===== config.mk =====
export PLATFORM = sky130hd
export DESIGN_NAME = gpio_port
export DESIGN_NICKNAME = d
export VERILOG_FILES = /design/src/rtl/gpio_port_pkg.sv /design/src/rtl/gpio_regs.sv /design/src/rtl/gpio_sync.sv /design/src/rtl/gpio_pin.sv /design/src/rtl/gpio_port.sv
export SDC_FILE = /design/constraint.sdc
export NUM_CORES = 1
export LEC_CHECK = 0
export CELL_PAD_IN_SITES_DETAIL_PLACEMENT = 1
export CELL_PAD_IN_SITES_GLOBAL_PLACEMENT = 2
export CORE_ASPECT_RATIO = 1.25
export CORE_UTILIZATION = 33
export CTS_CLUSTER_SIZE = 16
export DETAILED_ROUTE_END_ITERATION = 16
export PLACE_DENSITY_LB_ADDON = 0.1
export SYNTH_ARGS = -nofsm -noshare
export SYNTH_HDL_FRONTEND = slang
export SYNTH_HIERARCHICAL = 1
export SYNTH_SLANG_ARGS = --single-unit
export TNS_END_PERCENT = 5

===== constraint.sdc =====
create_clock -name clk -period 1.2 [get_ports clk]
set_input_delay 0.18 -clock clk [delete_from_list [all_inputs] [get_ports clk]]
set_output_delay 0.18 -clock clk [all_outputs]
set_load 0.01 [all_outputs]

===== src/rtl/gpio_port_pkg.sv =====
package gpio_port_pkg;

   localparam int ADDR_W = 3;

   localparam logic [ADDR_W-1:0] ADR_VALUE = 3'd0;
   localparam logic [ADDR_W-1:0] ADR_DIR   = 3'd1;
   localparam logic [ADDR_W-1:0] ADR_ICLR  = 3'd2;
   localparam logic [ADDR_W-1:0] ADR_MODEA = 3'd3;
   localparam logic [ADDR_W-1:0] ADR_MODEB = 3'd4;

   typedef enum logic [2:0] {
      PM_NONE   = 3'd0,
      PM_PUSH   = 3'd1,
      PM_IN     = 3'd2,
      PM_ODRAIN = 3'd3,
      PM_OSRC   = 3'd4,
      PM_HIZ    = 3'd5,
      PM_EDGE   = 3'd6,
      PM_ALT    = 3'd7
   } pin_mode_e;

   function automatic pin_mode_e decode_mode(input logic v, input logic dir,
                                             input logic ma, input logic mb);
      pin_mode_e m;
      if (mb && ma)        m = PM_ALT;
      else if (!mb && !ma) m = dir ? PM_IN : PM_PUSH;
      else if (ma)         m = dir ? PM_OSRC : PM_ODRAIN;
      else if (dir)        m = PM_HIZ;
      else                 m = v ? PM_EDGE : PM_NONE;
      return m;
   endfunction

endpackage


===== src/rtl/gpio_regs.sv =====
module gpio_regs
   import gpio_port_pkg::*;
#(
   parameter int WIDTH = 8
) (
   input  logic              clk,
   input  logic              rst_n,
   input  logic              we,
   input  logic [ADDR_W-1:0] addr,
   input  logic [WIDTH-1:0]  wdata,
   output logic [WIDTH-1:0]  value_q,
   output logic [WIDTH-1:0]  dir_q,
   output logic [WIDTH-1:0]  modea_q,
   output logic [WIDTH-1:0]  modeb_q,
   output logic [WIDTH-1:0]  clr_o
);

   always_ff @(posedge clk or negedge rst_n) begin
      if (!rst_n) begin
         value_q <= '0;
         dir_q   <= '1;
         modea_q <= '0;
         modeb_q <= '0;
      end else if (we) begin
         case (addr)
            ADR_VALUE: value_q <= wdata;
            ADR_DIR:   dir_q   <= wdata;
            ADR_MODEA: modea_q <= wdata;
            ADR_MODEB: modeb_q <= wdata;
            default: ;
         endcase
      end
   end

   assign clr_o = (we && addr == ADR_ICLR) ? wdata : '0;

   a_r2_dir_written: assert property (@(posedge clk) disable iff (!rst_n)
      (we && addr == ADR_DIR) |=> (dir_q == $past(wdata)));

endmodule


===== src/rtl/gpio_sync.sv =====
module gpio_sync #(
   parameter int WIDTH  = 8,
   parameter int STAGES = 2
) (
   input  logic             clk,
   input  logic             rst_n,
   input  logic [WIDTH-1:0] raw_i,
   output logic [WIDTH-1:0] sync_o
);

   logic [WIDTH-1:0] chain_q [STAGES];

   always_ff @(posedge clk or negedge rst_n) begin
      if (!rst_n) begin
         for (int s = 0; s < STAGES; s++) chain_q[s] <= '0;
      end else begin
         chain_q[0] <= raw_i;
         for (int s = 1; s < STAGES; s++) chain_q[s] <= chain_q[s-1];
      end
   end

   assign sync_o = chain_q[STAGES-1];

endmodule


===== src/rtl/gpio_pin.sv =====
module gpio_pin
   import gpio_port_pkg::*;
#(
   parameter logic IDLE = 1'b1
) (
   input  logic clk,
   input  logic rst_n,
   input  logic value_i,
   input  logic dir_i,
   input  logic modea_i,
   input  logic modeb_i,
   input  logic sync_i,
   input  logic clr_i,
   input  logic alt_out_i,
   input  logic alt_oe_i,
   output logic pad_out_o,
   output logic pad_oe_o,
   output logic alt_in_o,
   output logic irq_o
);

   pin_mode_e mode;
   logic      prev_q;
   logic      edge_hit;

   assign mode = decode_mode(value_i, dir_i, modea_i, modeb_i);

   always_comb begin
      pad_out_o = 1'b0;
      pad_oe_o  = 1'b0;
      case (mode)
         PM_PUSH:   begin pad_out_o = value_i;   pad_oe_o = 1'b1;     end
         PM_ODRAIN: begin pad_out_o = 1'b0;      pad_oe_o = !value_i; end
         PM_OSRC:   begin pad_out_o = 1'b1;      pad_oe_o = value_i;  end
         PM_ALT:    begin pad_out_o = alt_out_i; pad_oe_o = alt_oe_i; end
         default: ;
      endcase
   end

   assign alt_in_o = (mode == PM_ALT) ? sync_i : IDLE;
   assign edge_hit = (mode == PM_EDGE) && (sync_i != prev_q);

   always_ff @(posedge clk or negedge rst_n) begin
      if (!rst_n) begin
         prev_q <= 1'b0;
         irq_o  <= 1'b0;
      end else begin
         prev_q <= sync_i;
         if (edge_hit)   irq_o <= 1'b1;
         else if (clr_i) irq_o <= 1'b0;
      end
   end

   a_r5_od_never_high: assert property (@(posedge clk) disable iff (!rst_n)
      (mode == PM_ODRAIN && pad_oe_o) |-> !pad_out_o);
   a_r6_os_never_low: assert property (@(posedge clk) disable iff (!rst_n)
      (mode == PM_OSRC && pad_oe_o) |-> pad_out_o);
   a_r7_hiz_released: assert property (@(posedge clk) disable iff (!rst_n)
      (mode == PM_HIZ) |-> !pad_oe_o);
   a_r8_irq_only_edge_mode: assert property (@(posedge clk) disable iff (!rst_n)
      $rose(irq_o) |-> $past(mode == PM_EDGE));
   a_r9_clear_drops: assert property (@(posedge clk) disable iff (!rst_n)
      (clr_i && !edge_hit) |=> !irq_o);
   a_r9_pending_held: assert property (@(posedge clk) disable iff (!rst_n)
      (irq_o && !clr_i) |=> irq_o);
   a_r11_idle_level: assert property (@(posedge clk) disable iff (!rst_n)
      (mode != PM_ALT) |-> (alt_in_o == IDLE));

endmodule


===== src/rtl/gpio_port.sv =====
module gpio_port
   import gpio_port_pkg::*;
#(
   parameter int         WIDTH       = 8,
   parameter int         SYNC_STAGES = 2,
   parameter logic [7:0] ALT_IDLE    = 8'hFF
) (
   input  logic              clk,
   input  logic              rst_n,
   input  logic              bus_we,
   input  logic [2:0]        bus_addr,
   input  logic [WIDTH-1:0]  bus_wdata,
   output logic [WIDTH-1:0]  bus_rdata,
   input  logic [WIDTH-1:0]  pad_in,
   output logic [WIDTH-1:0]  pad_out,
   output logic [WIDTH-1:0]  pad_oe,
   input  logic [WIDTH-1:0]  alt_out,
   input  logic [WIDTH-1:0]  alt_oe,
   output logic [WIDTH-1:0]  alt_in,
   output logic [WIDTH-1:0]  irq
);

   localparam int IDLE_W = $bits(ALT_IDLE);

   if (WIDTH < 1 || WIDTH > IDLE_W) begin : g_bad_width
      $error("gpio_port: WIDTH must lie in 1..%0d", IDLE_W);
   end
   if (SYNC_STAGES < 2) begin : g_bad_sync
      $error("gpio_port: SYNC_STAGES must be at least 2");
   end

   logic [WIDTH-1:0] value_q, dir_q, modea_q, modeb_q, clr, sync;

   gpio_regs #(.WIDTH(WIDTH)) u_regs (
      .clk(clk), .rst_n(rst_n), .we(bus_we), .addr(bus_addr), .wdata(bus_wdata),
      .value_q(value_q), .dir_q(dir_q), .modea_q(modea_q), .modeb_q(modeb_q),
      .clr_o(clr)
   );

   gpio_sync #(.WIDTH(WIDTH), .STAGES(SYNC_STAGES)) u_sync (
      .clk(clk), .rst_n(rst_n), .raw_i(pad_in), .sync_o(sync)
   );

   for (genvar i = 0; i < WIDTH; i++) begin : g_pin
      gpio_pin #(.IDLE(ALT_IDLE[i])) u_pin (
         .clk(clk), .rst_n(rst_n),
         .value_i(value_q[i]), .dir_i(dir_q[i]),
         .modea_i(modea_q[i]), .modeb_i(modeb_q[i]),
         .sync_i(sync[i]), .clr_i(clr[i]),
         .alt_out_i(alt_out[i]), .alt_oe_i(alt_oe[i]),
         .pad_out_o(pad_out[i]), .pad_oe_o(pad_oe[i]),
         .alt_in_o(alt_in[i]), .irq_o(irq[i])
      );
   end

   always_comb begin
      case (bus_addr)
         ADR_VALUE: bus_rdata = sync;
         ADR_DIR:   bus_rdata = dir_q;
         ADR_ICLR:  bus_rdata = irq;
         ADR_MODEA: bus_rdata = modea_q;
         ADR_MODEB: bus_rdata = modeb_q;
         default:   bus_rdata = '0;
      endcase
   end

   a_r12_read_pending: assert property (@(posedge clk) disable iff (!rst_n)
      (bus_addr == ADR_ICLR) |-> (bus_rdata == irq));
   a_r1_sync_settles: assert property (@(posedge clk) disable iff (!rst_n)
      (bus_addr == ADR_VALUE && $stable(pad_in) && $past($stable(pad_in))
       && $past($stable(pad_in), 2)) |-> (bus_rdata == pad_in));

endmodule


==> results of run 1 <==
worst max path at each step:
stage	endpoint	start	slack, ns	cells past startpoint
after global routing	bus_rdata[2]	u_regs/modea_q[2]	-0.45	4
final	bus_rdata[0]	u_regs/modea_q[0]	-0.39	4
after detailed placement	bus_rdata[0]	bus_addr[0]	-0.97	6
after global placement	bus_rdata[0]	bus_addr[0]	-0.96	6
after CTS	pad_out[2]	u_regs/modea_q[2]	-0.41	3
after floorplan	pad_out[6]	u_regs/modea_q[6]	0.02	2
cell type report:
class / count / area, um^2 / share of cell area
Sequential cell: 64 / 1620 / 0.324
Multi-Input combinational cell: 178 / 1610 / 0.322
Timing Repair Buffer: 153 / 1290 / 0.259
Clock buffer: 15 / 278 / 0.0556
Tap cell: 126 / 158 / 0.0316
Inverter: 9 / 37.5 / 0.00752
sequential cells by signal, summed over array words and instances (netlist names):
| name | flops |
|---|---|
| g_pin.u_pin/prev_q | 8 |
| u_regs/modea_q | 8 |
| u_regs/value_q | 8 |
| u_sync/chain_q | 8 |
| g_pin.u_pin/irq_o | 8 |
| u_sync/sync_o | 8 |
| u_regs/modeb_q | 8 |
| u_regs/dir_q | 8 |
cell families (layout without fill, tap and decap cells):
kind of cell | count (synthesis) | in the layout | synth area share
AND/OR/NAND/NOR | 74 | 74 | 0.170
flip-flops | 64 | 64 | 0.489
AO/OA/AOI/OAI | 56 | 56 | 0.134
multiplexers | 40 | 40 | 0.146
buffers and inverters | 24 | 177 | 0.0410
XOR/XNOR | 8 | 8 | 0.0212
what timing repair did:
action                                 in CTS  in global routing
setup endpoints to repair                  80                 48
endpoints found under the hold margin      56                  0
resized for setup                         213                  7
pin swaps                                   9                  2
setup buffers                               3                  0
cloned                                      0                  0
hold buffers                                1                  0
synth_stat cells, drive strengths merged:
master,count,area [um^2]
o21ai,8,40.0
nand2,9,33.8
buf,14,96.3
inv,9,33.8
and2b,1,7.51
a2bb2oi,1,8.76
or3b,8,70.1
nor2,1,6.26
nand4bb,8,90.1
dfstp,8,210
nand4b,9,85.1
mux2,40,480
nand3b,8,60.1
dfrtp,56,1400
a22oi,15,153
a32oi,8,70.1
nand3,16,80.1
a211o,8,80.1
a21oi,8,40.0
clkbuf,1,5.00
and4bb,3,37.5
xnor2,8,70.1
nor4b,1,23.8
nor2b,2,15.0
and2,8,50.1
o22ai,8,50.1
worst max-delay path, stage by stage (launching register included):
cell and delay [ns]:
dfrtp_1 0.40, mux2_4 0.26, a32oi_1 0.14, o21ai_1 0.12
buf_2 0.16
power groups by stage:
stage | Sequential (mW) | Combinational, mW | Clock (mW)
6_report | 3.10 | 3.10 | 2.41
4_1_cts | 3.09 | 3.11 | 2.47
5_1_grt | 3.17 | 3.37 | 2.57
3_5_place_dp | 3.11 | 3.22 | 0
3_3_place_gp | 3.10 | 3.15 | 0
2_1_floorplan | 3.16 | 1.28 | 0
layer usage:
metal | GRT usage | wire, um | part of all wire
met5 | 0 | 0 | 0
met4 | 0.0656 | 130 | 0.014
met3 | 0.0420 | 346 | 0.038
met2 | 0.333 | 4900 | 0.53
met1 | 0.232 | 3790 | 0.41
==> flow_metrics.env, run 1 <==
export IMPL_drive_above_1_share=0.527
export IMPL_stdcell_count=545
export IMPL_vias=2752
export IMPL_yosysWarningCount=6
export IMPL_start_util=0.341
export IMPL_worst_endpoint_required_ns=1.02
export IMPL_finalPower_mw=8.61
export IMPL_dpl_worst_slack_ns=-0.974
export IMPL_drc=0
export IMPL_grt_ovfl_total=0
export IMPL_p_comb_frac=0.360
export IMPL_p_seq_frac=0.360
export IMPL_antenna_left=0
export IMPL_antenna_found_initial=0
export IMPL_dp_hpwl_um=6620
export IMPL_yosysSeqAreaShare=0.489
export IMPL_cap_violations=0
export IMPL_synth_area_um2=3300
export IMPL_area_delta_synth_final_pct=51.4
export IMPL_final_cell_mix="buf_4 (52), dfrtp_1 (49), buf_2 (35)"
export IMPL_vias_per_cell=5.05
export IMPL_clock_path_buffers=2
export IMPL_reg2reg_to="u_regs/value_q[6]"
export IMPL_synth_cells=266
export IMPL_syn_num_nets=304
export IMPL_fin_skew_ns=0.00503
export IMPL_insertedDiodeCount=0
export IMPL_power_leakage_nw=2.19
export IMPL_power_frac_clock=0.280
export IMPL_hold_viol_final=0
export IMPL_period_needed_ns=1.59
export IMPL_rr_startpoint="u_regs/value_q[6]"
export IMPL_wl_per_cell_um=16.8
export IMPL_cts_tree="yes"
export IMPL_ys_seq_elements=64
export IMPL_htree_levels=3
export IMPL_setup_viol=40
export IMPL_violations="negative setup slack"
export IMPL_path_class="reg -> out"
export IMPL_synth_cell_types=32
export IMPL_tightest_slew_ns=0.326
export IMPL_core_area_um2=9660
export IMPL_grt_max_degree=61
export IMPL_synth_avg_cell_area_um2=12.4
export IMPL_die_w_um=91.4
export IMPL_place_gp_congestion=0.758
export IMPL_nets=453
export IMPL_r2r_cells=3
export IMPL_min_path_type="in -> async"
export IMPL_p_per_area_nw_per_um2=1720
export IMPL_fin_ws_ns=-0.391
export IMPL_dr_pass1_iters=4
export IMPL_drtIter0Drc=102
export IMPL_ioPinCount=78
export IMPL_rows=40
export IMPL_finalSetupTns_ns=-9.38
export IMPL_grt_pass1_wl_um=15100
export IMPL_mostFrequentLayoutCell="buf_4"
export IMPL_start_kind="flip-flop"
export IMPL_die_h_um=114
export IMPL_switching_share=0.298
export IMPL_grt_setup_unrepaired="true"
export IMPL_run_status="finished with violations"
export IMPL_p_int_mw=6.05
export IMPL_place_inst=526
export IMPL_relSlewSlack=0.783
export IMPL_crit_fanout=3
export IMPL_clock_sinks=64
export IMPL_fin_crit_sh=1.33
export IMPL_fp_dieArea_um2=10400
export IMPL_grt_pass1_vias=2972
export IMPL_hold_ws_ns=0.208
export IMPL_p_sw_mw=2.56
export IMPL_crit_arrival_ns=1.41
export IMPL_clkTransAtPathRegs_ns=0.05
export IMPL_max_freq_ghz=0.629
export IMPL_clockRootBuffer="clkbuf_16"
export IMPL_dpl_cell_area_um2=4700
export IMPL_grt_use_total=0.191
export IMPL_portBuffers=77
export IMPL_clock_latency_ns=0.32
export IMPL_numCtsBuffers=9
export IMPL_peakVddDrop_uv=650
export IMPL_utilization=0.517
export IMPL_endpoint_kind="output port"
export IMPL_n_fill_cell=1024
export IMPL_drt_total_wl_um=9160
export IMPL_r2r_setup_slack_ns=0.15
export IMPL_slew_viol_final=0
export IMPL_fin_area_um2=4990
No activity file was read; power rests on OpenSTA's default activity.
==> inputs of run 2 (changes only) <==
--- a/config.mk
+++ b/config.mk
@@ -8,10 +8,12 @@
 export CELL_PAD_IN_SITES_DETAIL_PLACEMENT = 1
 export CELL_PAD_IN_SITES_GLOBAL_PLACEMENT = 2
 export CORE_ASPECT_RATIO = 1.25
+export CORE_MARGIN = 2
 export CORE_UTILIZATION = 33
 export CTS_CLUSTER_SIZE = 16
 export DETAILED_ROUTE_END_ITERATION = 16
 export PLACE_DENSITY_LB_ADDON = 0.1
+export SETUP_SLACK_MARGIN = 0.3
 export SYNTH_ARGS = -nofsm -noshare
 export SYNTH_HDL_FRONTEND = slang
 export SYNTH_HIERARCHICAL = 1
==> run 2 against run 1 <==
The run still ends with negative setup slack left. Setup slack lost 0.031 ns. Global-route usage down 0.13 points. Die area up 4.0%. Sequential cell count stayed put. Final area rose by 4.3%. Non-clock buffer count up 14. Count of clock-buffer cells in the layout is 3 lower. Hold slack improved by 0.079 ns. Total power is 9.0% higher. Final cell count rose by 2.8%. Critical path type unchanged. Critical endpoint unchanged.
==> flow_metrics.env, run 2 (synthesized netlist as in run 1, its figures left out) <==
export IMPL_grt_setup_unrepaired="true"
export IMPL_period_needed_ns=1.62
export IMPL_clkTransAtPathRegs_ns=0.05
export IMPL_final_cell_mix="buf_4 (59), buf_6 (43), dfrtp_1 (42)"
export IMPL_worst_endpoint_required_ns=1.02
export IMPL_drt_total_wl_um=9750
export IMPL_core_area_um2=9660
export IMPL_crit_family="flip-flops"
export IMPL_seqCellArea_um2=1630
export IMPL_multi_input_area_um2=1620
export IMPL_stdcell_count=560
export IMPL_wl_per_cell_um=17.4
export IMPL_cp_cell_sequence="mux2_4, a32oi_1, o21ai_1, buf_2"
export IMPL_path_class="reg -> out"
export IMPL_crit_buf_inv=1
export IMPL_rows=40
export IMPL_finalPower_mw=9.39
export IMPL_max_freq_ghz=0.617
export IMPL_crit_arrival_ns=1.44
export IMPL_antenna_left=0
export IMPL_cp_slowest_cell="dfrtp_2"
export IMPL_slew_viol_final=0
export IMPL_grt_use_total=0.190
export IMPL_nets=467
export IMPL_insertedDiodeCount=0
export IMPL_htree_levels=3
export IMPL_grt_max_degree=65
export IMPL_clockRootBuffer="clkbuf_16"
export IMPL_place_gp_congestion=0.749
export IMPL_cap_violations=0
export IMPL_fin_crit_sh=1.35
export IMPL_drtIter0Drc=90
export IMPL_area_delta_synth_final_pct=58.0
export IMPL_die_h_um=116
export IMPL_relSlewSlack=0.770
export IMPL_drive_above_1_share=0.560
export IMPL_cts_tree="yes"
export IMPL_clock_path_buffers=2
export IMPL_dp_hpwl_um=7000
export IMPL_violations="negative setup slack"
export IMPL_fp_dieArea_um2=10800
export IMPL_drc=0
export IMPL_numCtsBuffers=9
export IMPL_vias=2822
export IMPL_place_inst=534
export IMPL_max_stage_delay_ns=0.44
export IMPL_grt_ovfl_total=0
export IMPL_mostFrequentLayoutCell="buf_4"
export IMPL_antenna_found_initial=0
export IMPL_setup_viol=64
export IMPL_die_w_um=93.4
export IMPL_finalSetupTns_ns=-12.97
export IMPL_tightest_slew_ns=0.345
export IMPL_fin_ws_ns=-0.422
export IMPL_grt_pass1_vias=3034
export IMPL_min_path_type="in -> reg"
export IMPL_crit_fanout=4
export IMPL_fin_skew_ns=0.00392
export IMPL_power_leakage_nw=2.29
export IMPL_ioPinCount=78
export IMPL_n_fill_cell=1045
export IMPL_vias_per_cell=5.04
export IMPL_run_status="finished with violations"
export IMPL_start_kind="flip-flop"
export IMPL_p_per_area_nw_per_um2=1800
export IMPL_grt_pass1_wl_um=15500
export IMPL_clock_sinks=64
export IMPL_portBuffers=77
export IMPL_clock_latency_ns=0.33
export IMPL_dr_pass1_iters=4
export IMPL_hold_viol_final=0
export IMPL_peakVddDrop_uv=779
export IMPL_endpoint_kind="output port"
export IMPL_start_util=0.341
## run 2: changes by cell type in the layout (fill, tap and decap cells not counted), moves of 7 or more
cell,before,now
buf_2,35,26
buf_4,52,59
buf_6,28,43
dfrtp_1,49,42
dfrtp_2,7,14
## run 2: path summary, 6_finish.rpt
check	startpoint	end	slack, ns	depth (start not counted)
max in group asynchronous	rst_n	u_regs/dir_q[0]	0.48	3
min in group asynchronous	rst_n	u_sync/chain_q[14]	0.40	3
worst min register to register	u_sync/chain_q[10]	u_sync/sync_o[2]	0.34	0
worst max register to register	u_regs/value_q[2]	u_regs/value_q[2]	0.18	3
worst max-delay path	u_regs/modea_q[0]	bus_rdata[0]	-0.42	4
worst min-delay path	pad_in[0]	u_sync/chain_q[8]	0.29	1
## run 2: cell type report
class	count	area share
inverter	9	0.00648
clock buffer	12	0.0454
sequential	64	0.313
timing repair buffer	167	0.281
tap	126	0.0303
clock inverter	4	0.0134
multi-input combinational	178	0.311
## run 2: timing repair
item / in CTS / in global routing
setup buffers: 7 / 2
gates cloned: 0 / 0
resized for setup: 218 / 12
pin swaps: 2 / 5
hold buffers: 1 / 0
endpoints found under the setup margin: 80 / 80
endpoints found under the hold margin: 56 / 0
## run 2: report_power, final
| part | total (mW) | internal (mW) | switching (mW) |
|---|---|---|---|
| combinational | 3.57 | 2.21 | 1.37 |
| clock | 2.71 | 1.81 | 0.898 |
| sequential | 3.11 | 2.65 | 0.457 |
## run 2: per-layer routing
metal | up-vias | wire, um | global-route usage | part of all wire
met1 | 1428 | 4150 | 0.234 | 0.43
met5 | - | 0 | 0 | 0
met4 | 0 | 117 | 0.0667 | 0.012
met2 | 49 | 5080 | 0.325 | 0.52
met3 | 8 | 403 | 0.0462 | 0.041
li1 | 1337 | - | - | -
## run 2: stage by stage
| step | util | cell area (um^2) | worst slack [ns] | hold slack, ns |
|---|---|---|---|---|
| floorplan | - | 3310 | 0.0319 | -0.116 |
| global placement | 0.492 | 4760 | -0.969 | 0.222 |
| detailed placement | 0.492 | 4760 | -1.01 | 0.232 |
| CTS | 0.533 | 5150 | -0.448 | 0.277 |
| global route | 0.539 | 5210 | -0.486 | 0.272 |
| finish | 0.539 | 5210 | -0.422 | 0.288 |
==> inputs of run 3 (changes only) <==
--- a/config.mk
+++ b/config.mk
@@ -5,11 +5,11 @@
 export SDC_FILE = /design/constraint.sdc
 export NUM_CORES = 1
 export LEC_CHECK = 0
-export CELL_PAD_IN_SITES_DETAIL_PLACEMENT = 1
-export CELL_PAD_IN_SITES_GLOBAL_PLACEMENT = 2
+export CELL_PAD_IN_SITES_DETAIL_PLACEMENT = 0
+export CELL_PAD_IN_SITES_GLOBAL_PLACEMENT = 1
 export CORE_ASPECT_RATIO = 1.25
 export CORE_MARGIN = 2
-export CORE_UTILIZATION = 33
+export CORE_UTILIZATION = 40
 export CTS_CLUSTER_SIZE = 16
 export DETAILED_ROUTE_END_ITERATION = 16
 export PLACE_DENSITY_LB_ADDON = 0.1
==> run 3 against run 2 <==
The flow still finishes with violations (negative setup slack). Core utilization increased by 9.0 points. Setup slack got worse by 0.019 ns. Hold slack lost 0.023 ns. Non-clock buffer count up 4. Final cell count shrank 4.5%. Sequential cell count unchanged. Clock power fell by 24%. Combinational power rose by 3%. Clock skew is 0.0042 ns higher. Register-to-register slack lost 0.05 ns. Sequential share of layout area up 0.63 points. Die area shrank 17%.
==> flow_metrics.env, run 3 (synthesized netlist as in run 1, its figures left out) <==
export IMPL_drc=0
export IMPL_start_kind="flip-flop"
export IMPL_drive_above_1_share=0.571
export IMPL_endpoint_kind="output port"
export IMPL_hold_path_depth=1
export IMPL_finalSetupTns_ns=-12.14
export IMPL_numCtsBuffers=9
export IMPL_path_class="reg -> out"
export IMPL_die_w_um=85.2
export IMPL_mostFrequentLayoutCell="buf_4"
export IMPL_area_delta_synth_final_pct=54.6
export IMPL_peakVddDrop_uv=834
export IMPL_htree_levels=3
export IMPL_slew_viol_final=0
export IMPL_insertedDiodeCount=0
export IMPL_antenna_found_initial=0
export IMPL_dp_hpwl_um=6180
export IMPL_cts_tree="yes"
export IMPL_hp_start="pad_in[3]"
export IMPL_ioPinCount=78
export IMPL_min_path_type="in -> reg"
export IMPL_violations="negative setup slack"
export IMPL_crit_arrival_ns=1.46
export IMPL_clkTransAtPathRegs_ns=0.07
export IMPL_utilization=0.629
export IMPL_grt_setup_unrepaired="true"
export IMPL_fin_ws_ns=-0.441
export IMPL_cap_violations=0
export IMPL_tightest_slew_ns=0.347
export IMPL_max_stage_delay_ns=0.42
export IMPL_multi_input_area_um2=1620
export IMPL_reg2reg_to="u_regs/modeb_q[0]"
export IMPL_core_area_um2=8100
export IMPL_vias_per_cell=5.21
export IMPL_final_cell_mix="buf_4 (69), dfrtp_1 (44), buf_6 (38)"
export IMPL_p_per_area_nw_per_um2=1720
export IMPL_seqCellArea_um2=1630
export IMPL_antenna_left=0
export IMPL_vias=2790
export IMPL_hold_viol_final=0
export IMPL_drt_total_wl_um=8710
export IMPL_finalPower_mw=8.77
export IMPL_cp_slowest_cell="dfrtp_1"
export IMPL_min_to="u_sync/chain_q[11]"
export IMPL_clock_latency_ns=0.35
export IMPL_period_needed_ns=1.64
export IMPL_setup_viol=57
export IMPL_place_inst=504
export IMPL_rows=37
export IMPL_fin_crit_sh=1.37
export IMPL_max_freq_ghz=0.610
export IMPL_hold_ws_ns=0.264
export IMPL_dr_pass1_iters=6
export IMPL_relSlewSlack=0.769
export IMPL_drtIter0Drc=68
export IMPL_crit_family="flip-flops"
export IMPL_stdcell_count=535
export IMPL_fin_skew_ns=0.00811
export IMPL_cp_cell_sequence="mux2_4, a32oi_1, o21ai_1, buf_2"
export IMPL_grt_max_degree=65
export IMPL_rr_startpoint="u_regs/modeb_q[0]"
export IMPL_die_h_um=106
export IMPL_place_gp_congestion=0.768
export IMPL_portBuffers=77
export IMPL_crit_fanout=2
export IMPL_nets=471
export IMPL_grt_ovfl_total=0
export IMPL_n_fill_cell=662
export IMPL_clock_sinks=64
export IMPL_worst_endpoint_required_ns=1.02
export IMPL_clockRootBuffer="clkbuf_8"
export IMPL_r2r_cells=3
export IMPL_run_status="finished with violations"
export IMPL_start_util=0.407
export IMPL_grt_use_total=0.199
export IMPL_wl_per_cell_um=16.3
export IMPL_grt_pass1_wl_um=13800
export IMPL_clock_path_buffers=2
export IMPL_crit_buf_inv=1
export IMPL_power_leakage_nw=2.27
export IMPL_r2r_setup_slack_ns=0.13
export IMPL_grt_pass1_vias=2760
export IMPL_fp_dieArea_um2=8990
run 3: area by class of cell:
cell class | count | area share
well taps | 97 | 0.0238
multi-input cells | 178 | 0.317
clock inverters | 5 | 0.0157
clock buffers | 11 | 0.0277
flip-flops and latches | 64 | 0.319
repair buffers | 171 | 0.290
inverters | 9 | 0.00662
run 3: worst max path at each step:
stage	start	to	slack (ns)	cells after the start
2_1_floorplan	u_regs/modea_q[6]	pad_out[6]	0.03	2
3_3_place_gp	bus_addr[0]	bus_rdata[2]	-0.99	7
3_5_place_dp	bus_addr[0]	bus_rdata[2]	-1.03	7
4_1_cts	u_regs/modea_q[3]	bus_rdata[3]	-0.45	4
5_1_grt	u_regs/modea_q[2]	bus_rdata[2]	-0.51	4
6_report	g_pin[3].u_pin/irq_o	bus_rdata[3]	-0.44	4
run 3: through the flow:
step	cell area (um^2)	setup slack, ns
after detailed placement	4710	-1.03
after global routing	5100	-0.509
after global placement	4710	-0.992
after CTS	4990	-0.449
final	5100	-0.441
after floorplan	3310	0.0319
run 3: repair_timing:
action / CTS / global route
pin swaps: 3 / 8
buffers inserted: 11 / 3
hold buffers: 1 / 0
resized for setup: 204 / 22
endpoints found under the setup margin: 80 / 80
hold endpoints to repair: 56 / 0
run 3: metal layers:
| metal | GRT usage | up-vias | part of all wire |
|---|---|---|---|
| li1 | - | 1346 | - |
| met4 | 0.0771 | 0 | 0.015 |
| met2 | 0.339 | 52 | 0.53 |
| met1 | 0.245 | 1384 | 0.42 |
| met5 | 0 | - | 0 |
| met3 | 0.0415 | 8 | 0.035 |
run 3: worst reg2reg max path, cell delays in order, from the launching register on:
cell and delay, ns:
dfrtp_2 0.43, buf_4 0.15, buf_4 0.13, mux2_2 0.25
run 3: where the power goes:
| group | switching (mW) | internal [mW] | leakage, nW |
|---|---|---|---|
| Clock | 0.839 | 1.22 | 0.106 |
| Combinational | 1.39 | 2.27 | 1.43 |
| Sequential | 0.409 | 2.64 | 0.731 |
| Total | 2.64 | 6.13 | 2.27 |
